File: src/rtl/spm_pkg.sv
package spm_pkg;

    // Controller states of the polling master
    typedef enum logic [1:0] {
        ST_IDLE   = 2'd0,   // waiting for poll_en
        ST_SEND   = 2'd1,   // poll requested, waiting for the link to take it
        ST_WAIT   = 2'd2,   // poll in flight, waiting for end of frame
        ST_LISTEN = 2'd3    // reply window open
    } spm_state_e;

endpackage

File: src/rtl/spm_addr_seq.sv
module spm_addr_seq #(
    parameter int N_SLAVES = 16,
    parameter int ADDR_W   = $clog2(N_SLAVES)
) (
    input  logic              clk,
    input  logic              rst_n,
    input  logic              adv,
    output logic [ADDR_W-1:0] addr
);

    localparam logic [ADDR_W-1:0] LAST_ADDR = ADDR_W'(N_SLAVES - 1);

    always_ff @(posedge clk or negedge rst_n) begin
        if (!rst_n) begin
            addr <= '0;
        end else if (adv) begin
            if (addr == LAST_ADDR) begin
                addr <= '0;
            end else begin
                addr <= addr + 1'b1;
            end
        end
    end


    addr_step_chk: assert property (@(posedge clk) disable iff (!rst_n)
        (adv && addr != LAST_ADDR) |=> addr == $past(addr) + 1'b1);


    addr_wrap_chk: assert property (@(posedge clk) disable iff (!rst_n)
        (adv && addr == LAST_ADDR) |=> addr == '0);

endmodule

File: src/rtl/spm_window_timer.sv
module spm_window_timer #(
    parameter int TMO_W = 12
) (
    input  logic             clk,
    input  logic             rst_n,
    input  logic             load,
    input  logic [TMO_W-1:0] load_val,
    input  logic             run,
    output logic             last
);

    logic [TMO_W-1:0] cnt;

    always_ff @(posedge clk or negedge rst_n) begin
        if (!rst_n) begin
            cnt <= '0;
        end else if (load) begin
            cnt <= (load_val == '0) ? TMO_W'(1) : load_val;
        end else if (run && cnt > TMO_W'(1)) begin
            cnt <= cnt - 1'b1;
        end
    end

    assign last = (cnt <= TMO_W'(1));

    // a running window always holds a live count
    run_live_chk: assert property (@(posedge clk) disable iff (!rst_n)
        run |-> cnt != '0);

endmodule

File: src/rtl/spm_presence.sv
module spm_presence #(
    parameter int N_SLAVES = 16,
    parameter int ADDR_W   = $clog2(N_SLAVES)
) (
    input  logic                clk,
    input  logic                rst_n,
    input  logic                set_en,
    input  logic                clr_en,
    input  logic [ADDR_W-1:0]   idx,
    output logic [N_SLAVES-1:0] bits
);

    for (genvar g = 0; g < N_SLAVES; g++) begin : g_slot
        localparam logic [ADDR_W-1:0] SLOT = ADDR_W'(g);
        always_ff @(posedge clk or negedge rst_n) begin
            if (!rst_n) begin
                bits[g] <= 1'b0;
            end else if (idx == SLOT) begin
                if (set_en) begin
                    bits[g] <= 1'b1;
                end else if (clr_en) begin
                    bits[g] <= 1'b0;
                end
            end
        end
    end


    set_clr_excl_chk: assert property (@(posedge clk) disable iff (!rst_n)
        set_en |-> !clr_en);


    set_visible_chk: assert property (@(posedge clk) disable iff (!rst_n)
        set_en |=> bits[$past(idx)]);


    clr_visible_chk: assert property (@(posedge clk) disable iff (!rst_n)
        clr_en |=> !bits[$past(idx)]);

endmodule

File: src/rtl/sensor_poll_master.sv
module sensor_poll_master
    import spm_pkg::*;
#(
    parameter int N_SLAVES = 16,
    parameter int DATA_W   = 8,
    parameter int TMO_W    = 12,
    parameter int ADDR_W   = $clog2(N_SLAVES)
) (
    input  logic                clk,
    input  logic                rst_n,
    input  logic                poll_en,
    input  logic [TMO_W-1:0]    timeout_cycles,
    output logic                poll_req,
    output logic [ADDR_W-1:0]   poll_addr,
    input  logic                poll_ack,
    input  logic                poll_sent,
    input  logic                rx_valid,
    input  logic [ADDR_W-1:0]   rx_src,
    input  logic [DATA_W-1:0]   rx_data,
    output logic                rep_valid,
    output logic [ADDR_W-1:0]   rep_src,
    output logic [DATA_W-1:0]   rep_data,
    output logic [N_SLAVES-1:0] presence
);

    spm_state_e        state_q, state_d;
    logic [ADDR_W-1:0] cur_addr;
    logic              tmr_load, tmr_run, tmr_last;
    logic              hit, expire, done;

    // state register
    always_ff @(posedge clk or negedge rst_n) begin
        if (!rst_n) begin
            state_q <= ST_IDLE;
        end else begin
            state_q <= state_d;
        end
    end

    // next-state logic
    always_comb begin
        state_d = state_q;
        unique case (state_q)
            ST_IDLE:   if (poll_en)   state_d = ST_SEND;
            ST_SEND:   if (poll_ack)  state_d = ST_WAIT;
            ST_WAIT:   if (poll_sent) state_d = ST_LISTEN;
            ST_LISTEN: if (done)      state_d = poll_en ? ST_SEND : ST_IDLE;
            default:                  state_d = ST_IDLE;
        endcase
    end

    // outputs and control strobes
    always_comb begin
        poll_req = 1'b0;
        tmr_load = 1'b0;
        tmr_run  = 1'b0;
        hit      = 1'b0;
        expire   = 1'b0;
        unique case (state_q)
            ST_IDLE: ;
            ST_SEND:  poll_req = 1'b1;
            ST_WAIT:  tmr_load = poll_sent;
            ST_LISTEN: begin
                tmr_run = 1'b1;
                hit     = rx_valid && (rx_src == cur_addr);
                expire  = !hit && tmr_last;
            end
            default: ;
        endcase
        done = hit || expire;
    end

    assign poll_addr = cur_addr;

    // accepted reply hand-off
    always_ff @(posedge clk or negedge rst_n) begin
        if (!rst_n) begin
            rep_valid <= 1'b0;
            rep_src   <= '0;
            rep_data  <= '0;
        end else begin
            rep_valid <= hit;
            if (hit) begin
                rep_src  <= cur_addr;
                rep_data <= rx_data;
            end
        end
    end

    spm_addr_seq #(
        .N_SLAVES (N_SLAVES),
        .ADDR_W   (ADDR_W)
    ) u_seq (
        .clk   (clk),
        .rst_n (rst_n),
        .adv   (done),
        .addr  (cur_addr)
    );

    spm_window_timer #(
        .TMO_W (TMO_W)
    ) u_tmr (
        .clk      (clk),
        .rst_n    (rst_n),
        .load     (tmr_load),
        .load_val (timeout_cycles),
        .run      (tmr_run),
        .last     (tmr_last)
    );

    spm_presence #(
        .N_SLAVES (N_SLAVES),
        .ADDR_W   (ADDR_W)
    ) u_pres (
        .clk    (clk),
        .rst_n  (rst_n),
        .set_en (hit),
        .clr_en (expire),
        .idx    (cur_addr),
        .bits   (presence)
    );


    poll_hold_chk: assert property (@(posedge clk) disable iff (!rst_n)
        (poll_req && !poll_ack) |=> (poll_req && $stable(poll_addr)));


    poll_drop_chk: assert property (@(posedge clk) disable iff (!rst_n)
        (poll_req && poll_ack) |=> !poll_req);


    rep_pulse_chk: assert property (@(posedge clk) disable iff (!rst_n)
        rep_valid |=> !rep_valid);


    rep_present_chk: assert property (@(posedge clk) disable iff (!rst_n)
        rep_valid |-> presence[rep_src]);


    rep_next_poll_chk: assert property (@(posedge clk) disable iff (!rst_n)
        rep_valid |-> (poll_req == $past(poll_en)));

endmodule

File: config.mk
export PLATFORM = sky130hd
export DESIGN_NAME = sensor_poll_master
export DESIGN_NICKNAME = d
export VERILOG_FILES = /design/src/rtl/spm_pkg.sv /design/src/rtl/spm_addr_seq.sv /design/src/rtl/spm_window_timer.sv /design/src/rtl/spm_presence.sv /design/src/rtl/sensor_poll_master.sv
export SDC_FILE = /design/constraint.sdc
export NUM_CORES = 1
export LEC_CHECK = 0
export BUFFER_PORTS_ARGS = -buffer_cell sky130_fd_sc_hd__clkbuf_2
export CAP_MARGIN = 20
export CORE_MARGIN = 10
export CORE_UTILIZATION = 40
export CTS_CLUSTER_DIAMETER = 50
export CTS_CLUSTER_SIZE = 8
export DETAILED_ROUTE_END_ITERATION = 8
export PLACE_DENSITY_LB_ADDON = 0.15
export SETUP_SLACK_MARGIN = 0.5
export SKIP_LAST_GASP = 1
export SYNTH_ARGS = -nofsm -noshare
export SYNTH_HDL_FRONTEND = slang
export SYNTH_HIERARCHICAL = 1
export SYNTH_SLANG_ARGS = --single-unit
File: constraint.sdc
create_clock -name clk -period 6.4 [get_ports clk]
set_input_delay 0.64 -clock clk [delete_from_list [all_inputs] [get_ports clk]]
set_output_delay 0.64 -clock clk [all_outputs]
set_load 0.1 [all_outputs]
# Word level (Yosys, flattened, before mapping)
# Cells that the tools add are included.
[totals]
regBits = 47
mem_bits_rw = 0
mem_bits_ro = 0
word_cells = 93
out_inout_bits = 34
memories = 0
inputBits = 30
latchBits = 0
[classes]
div_mod_pow = 0
bitwise_logic = 0
n_lt_le_gt_ge = 2
mux = 17
reduce_logical = 27
n_mul = 0
n_addsub = 2
shifts = 0
eq_ne = 23
[ops]
columns = ["cell", "count"]
rows = [
  ["12-bit 2-to-1 mux", 3],
  ["4-bit == test (second input constant)", 8],
  ["2-bit AND reduction", 16],
  ["4-bit by 3-bit == test with 1-bit output (second input constant)", 4],
  ["12-bit by 1-bit > comparator with 1-bit output (second input constant)", 1],
  ["12-bit by 1-bit less-or-equal comparator with 1-bit output (second input constant)", 1],
  ["12-bit zero test", 1],
  ["12-bit by 1-bit subtractor with 12-bit output (second input constant)", 1],
  ["4-bit by 2-bit == test with 1-bit output (second input constant)", 2],
  ["1-bit 2-to-1 mux", 8],
  ["2-bit 2-to-1 mux", 4],
  ["2-bit inequality test (second input constant)", 4],
  ["2-bit case mux with 4 select lines", 1],
  ["4-bit by 1-bit adder with 4-bit output (second input constant)", 1],
  ["2-bit == test (second input constant)", 2],
  ["4-bit by 1-bit == test with 1-bit output (second input constant)", 1],
  ["4-bit == test", 1],
  ["4-bit zero test", 1],
  ["4-bit 2-to-1 mux", 1],
  ["4-bit AND reduction", 1],
  ["2-bit nonzero test", 2],
  ["1-bit logical AND", 3],
  ["2-bit by 1-bit == test with 1-bit output (second input constant)", 1],
  ["2-bit zero test", 1],
  ["other kinds (2)", 2],
]

# Logic depth before layout (Yosys ltp)
[depth]
word_depth = 8
mapped_depth = 11
ltp_nobuf = 10

# Modules after synthesis
# The synthesis kept the hierarchy.
[modules_own_cells]
columns = ["mod", "cells_per_inst", "instances", "area_each_um2", "seq_area_each_um2"]
rows = [
  ["spm_window_timer", 92, 1, 802.0, 300.3],
  ["spm_presence", 61, 1, 790.8, 400.4],
  ["sensor_poll_master", 57, 1, 787.0, 375.4],
  ["spm_addr_seq", 17, 1, 180.2, 100.1],
]

# Worst setup path before layout
# Ideal clock, no wire load.
[synth_path]
kind = "reg-to-reg"
from = "register u_seq.addr[1]"
to = "register u_pres.bits[12]"
setup_time_ns = 0.128
t_arrival_ns = 2.905
n_path_buf = 2
synth_period_minus_slack_ns = 3.033
setup_slack_ns = 3.367
stages_incl_launch_ff = 10
t_required_ns = 6.272
cell_sequence = "dfrtp_1 xor2_1 nor4_4 nand2_2 buf_6 inv_1 buf_6 nor2_2 nor4_1 mux2_1"
[synth_via]
elab_cells_between_ends = 10
classes_between = "eq/ne (2); mux (3); reduce/logical (5)"
[synth_rtl]
columns = ["item", "line_no", "text"]
rows = [
  ["from (decl)", "spm_addr_seq.sv:8", "output logic [ADDR_W-1:0] addr"],
  ["from (signal assigned)", "spm_addr_seq.sv:20", "addr <= addr + 1'b1;"],
  ["4-bit == test (*)", "sensor_poll_master.sv:65", "hit = rx_valid && (rx_src == cur_addr);"],
  ["1-bit logical AND (*)", "sensor_poll_master.sv:65", ""],
  ["1-bit 2-to-1 mux (*)", "sensor_poll_master.sv:59", "unique case (state_q)"],
  ["net hit", "sensor_poll_master.sv:29", "logic hit, expire, done;"],
  ["2-bit nonzero test (no source line)", "-", ""],
  ["2-bit AND reduction (no source line)", "-", ""],
  ["to (signal, indexed assignment)", "spm_presence.sv:17", "bits[g] <= 1'b0;"],
  ["to (signal, indexed assignment)", "spm_presence.sv:20", "bits[g] <= 1'b1;"],
  ["to (signal, indexed assignment)", "spm_presence.sv:22", "bits[g] <= 1'b0;"],
  ["to (decl)", "spm_presence.sv:10", "output logic [N_SLAVES-1:0] bits"],
]
# The timed path passes the listed nets; every way through them passes the cells marked *.
# A chain may end at the register's enable or synchronous reset.

# Final worst setup path
[layout_path]
from = "register u_seq.addr[0]"
to = "register u_pres.bits[8]"
# Same word-level chain as after synthesis.

==> metrics.txt <==
Placement Setup Slack=3282 ps; routability congestion estimate=0.7251; Layout Utilization=0.4790; kind of critical path=flop to flop; syn nets=roughly 270; Syn Std Cell Area=around 0.0026 mm^2; drt wl/cell=15.51 um; CP required=6590 ps; placed inst area=around 0.0029 mm^2; clock period minus final worst setup slack=slightly above 3000 ps; Detailed Route Iter0 Violations=between 60 and 70; Final Max Slew Viols=0; hold buffers post-CTS=0; RSZ-0062 raised after global routing=no; CTS root buffer=clkbuf_8; final hold vios=0; synth-to-layout area growth=17.45%; # fillers=601; largest net degree at the start of global routing=48; Pwr per Cell Area=451.5 mW/mm^2; Peak Freq=~0.32 GHz; Reg2Reg Setup Slack=3280 ps; Final Power=1.358 mW; final hold slack=434.7 ps; final wirelength=roughly 5.7 mm; outcome=finished, final reports clean; Total Routing Usage GR=0.1130; GR Overflow Total=0; ANT cells=0; Post-synth EDFFs=0; Synth Instances=227; register area share after synthesis=0.4594; reg2reg path depth=8; Post-synth top flop=dfrtp_1; most frequent cells in the layout=63 x clkbuf_2, 47 x dfrtp_1, 16 x nand2_1, 16 x mux2_1, 11 x a21oi_1; Syn Area/Cell=11.28 um^2; initial antenna violation count=0; Worst R2R Start=u_seq/addr[0]$_DFFE_PN0P_; post-CTS setup buffers=0; I/O Buffers=63; skew final=approximately 8.5 ps; final worst slack=3284 ps; sequential cell area=0.001176 mm^2; DRC=0; Worst Max-Slew Pin Slew=770.8 ps; Critical-path top delay cell=dfrtp_1; Vias=1886; first-pass GRT wire length=approximately 9.5 mm; #FFs+latches synth=47; die area=0.01000 mm^2; Detail Placement HPWL=4.198 mm; # IOs=64; Initial Utilization=0.4078; fin area=0.003007 mm^2; CTS Buffer Depth=2; TNS Setup=0 ps; VDD IR max=just over 300 uV; share of layout cells above drive strength 1=0.3460; Hold Path Class=input pin to async pin; Core Region=0.006277 mm^2; Buf/Inv on CP=1; commonest non-fill, non-tap cell in the layout=clkbuf_2; Crit path arrival time=3300 ps; vias in the first global route=between 2000 and 2500; max-cap violations=0; Post-DRT Antenna Nets=0; CTS tree=yes; endpoints failing setup=0; CP Max Fanout=21; CTS H-tree depth=2; Tcrit/Tclk final=0.4869; Slowest Stage Delay on Critical Path=770 ps; CTS Sinks=47; chip height=roughly 100 um; Reg clk slew, reported paths=90 ps; Synthesis Warnings=6; Layout Nets=326; total CTS buffers=5; crit start category=flop; critical path's top delay family=simple AND/OR/NAND/NOR gates; Crit. End Element=flop; 1st-pass router iterations=4; Multi-input gate area=roughly 0.0013 mm^2; reg2reg end=u_pres/bits[8]$_DFFE_PN0P_; Rows=29; Resized cells post-CTS=0; ys async rst share=1.000; Cell Chain, Critical Path=xnor2_1, nand2_1, nor4_4, nand2_2, inv_1, nor2_2, nor4_1, mux2_1; Slew headroom=0.4861; Distinct cells, synth=54; Leak Pwr=1.471 nW; Final Non-Filler Cells=366; placed insts=358; Via density=~5; clk_lat worst skew=290 ps; Die W=100 um
cells by family after synthesis:
family,count (synthesis),share of synthesized area
AND/OR/NAND/NOR,74,0.1823
flip-flops,47,0.4594
AO/OA/AOI/OAI,39,0.1026
multiplexers,33,0.1569
buffers and inverters,20,0.03910
adder cells (fa/ha/maj),8,0.03910
XOR/XNOR,6,0.02053
flip-flops by register name (all words and copies together) (netlist names):
name,flops
u_tmr/cnt,12
rep_src,4
state_q,2
u_pres/bits,16
u_seq/addr,4
rep_valid,1
rep_data,8
power breakdown:
part	switching, mW	leakage, nW	internal [mW]	total, mW
Combinational	0.488	0.809	0.197	0.685
Clock	0.101	0.0454	0.0786	0.180
Sequential	0.114	0.616	0.379	0.493
Total	0.703	1.47	0.655	1.36
synth_stat cells, types with 2 or more instances:
cell,number,share of area
dfrtp_1,47,0.46
mux2_1,16,0.070
nand2_1,16,0.023
a21oi_1,11,0.022
inv_1,10,0.015
mux2_4,9,0.053
nor2_1,9,0.013
o21ai_0,9,0.018
ha_1,8,0.039
nor3_1,8,0.016
clkbuf_1,5,0.0073
mux2_2,5,0.022
nor4_1,5,0.012
or3_1,5,0.012
o21ai_1,4,0.0078
buf_6,3,0.013
mux2i_1,3,0.012
nand2b_1,3,0.0073
nand3_1,3,0.0059
nand4_1,3,0.0073
nand4b_1,3,0.010
xnor2_1,3,0.010
xor2_1,3,0.010
and2_1,2,0.0049
buf_2,2,0.0039
nor4_2,2,0.0098
nor4_4,2,0.017
or4b_1,2,0.0078
worst max path at each step:
stage	startpoint	endpoint	slack (ps)	cells after the start
2_1_floorplan	u_seq/addr[1]$_DFFE_PN0P_	u_pres/bits[12]$_DFFE_PN0P_	3370	9
3_3_place_gp	rx_src[1]	u_pres/bits[8]$_DFFE_PN0P_	3370	8
3_5_place_dp	rx_src[1]	u_pres/bits[8]$_DFFE_PN0P_	3280	8
4_1_cts	u_seq/addr[0]$_DFFE_PN0P_	u_pres/bits[8]$_DFFE_PN0P_	3250	8
5_1_grt	u_seq/addr[0]$_DFFE_PN0P_	u_pres/bits[12]$_DFFE_PN0P_	2930	8
6_report	u_seq/addr[0]$_DFFE_PN0P_	u_pres/bits[8]$_DFFE_PN0P_	3280	8
layer usage:
metal  share of wire  track usage
met5               0            0
met4          0.0055      0.03261
met3           0.072      0.04052
met2            0.50       0.1996
met1            0.42       0.1245
area by class of cell:
cell class | instances | share of cell area
timing repair buffer | 64 | 0.1074
sequential | 47 | 0.3912
clock inverter | 2 | 0.005826
clock buffer | 6 | 0.02414
multi-input combinational | 160 | 0.4270
tap | 77 | 0.03204
inverter | 10 | 0.01248
No activity file was read; power rests on OpenSTA's default activity.
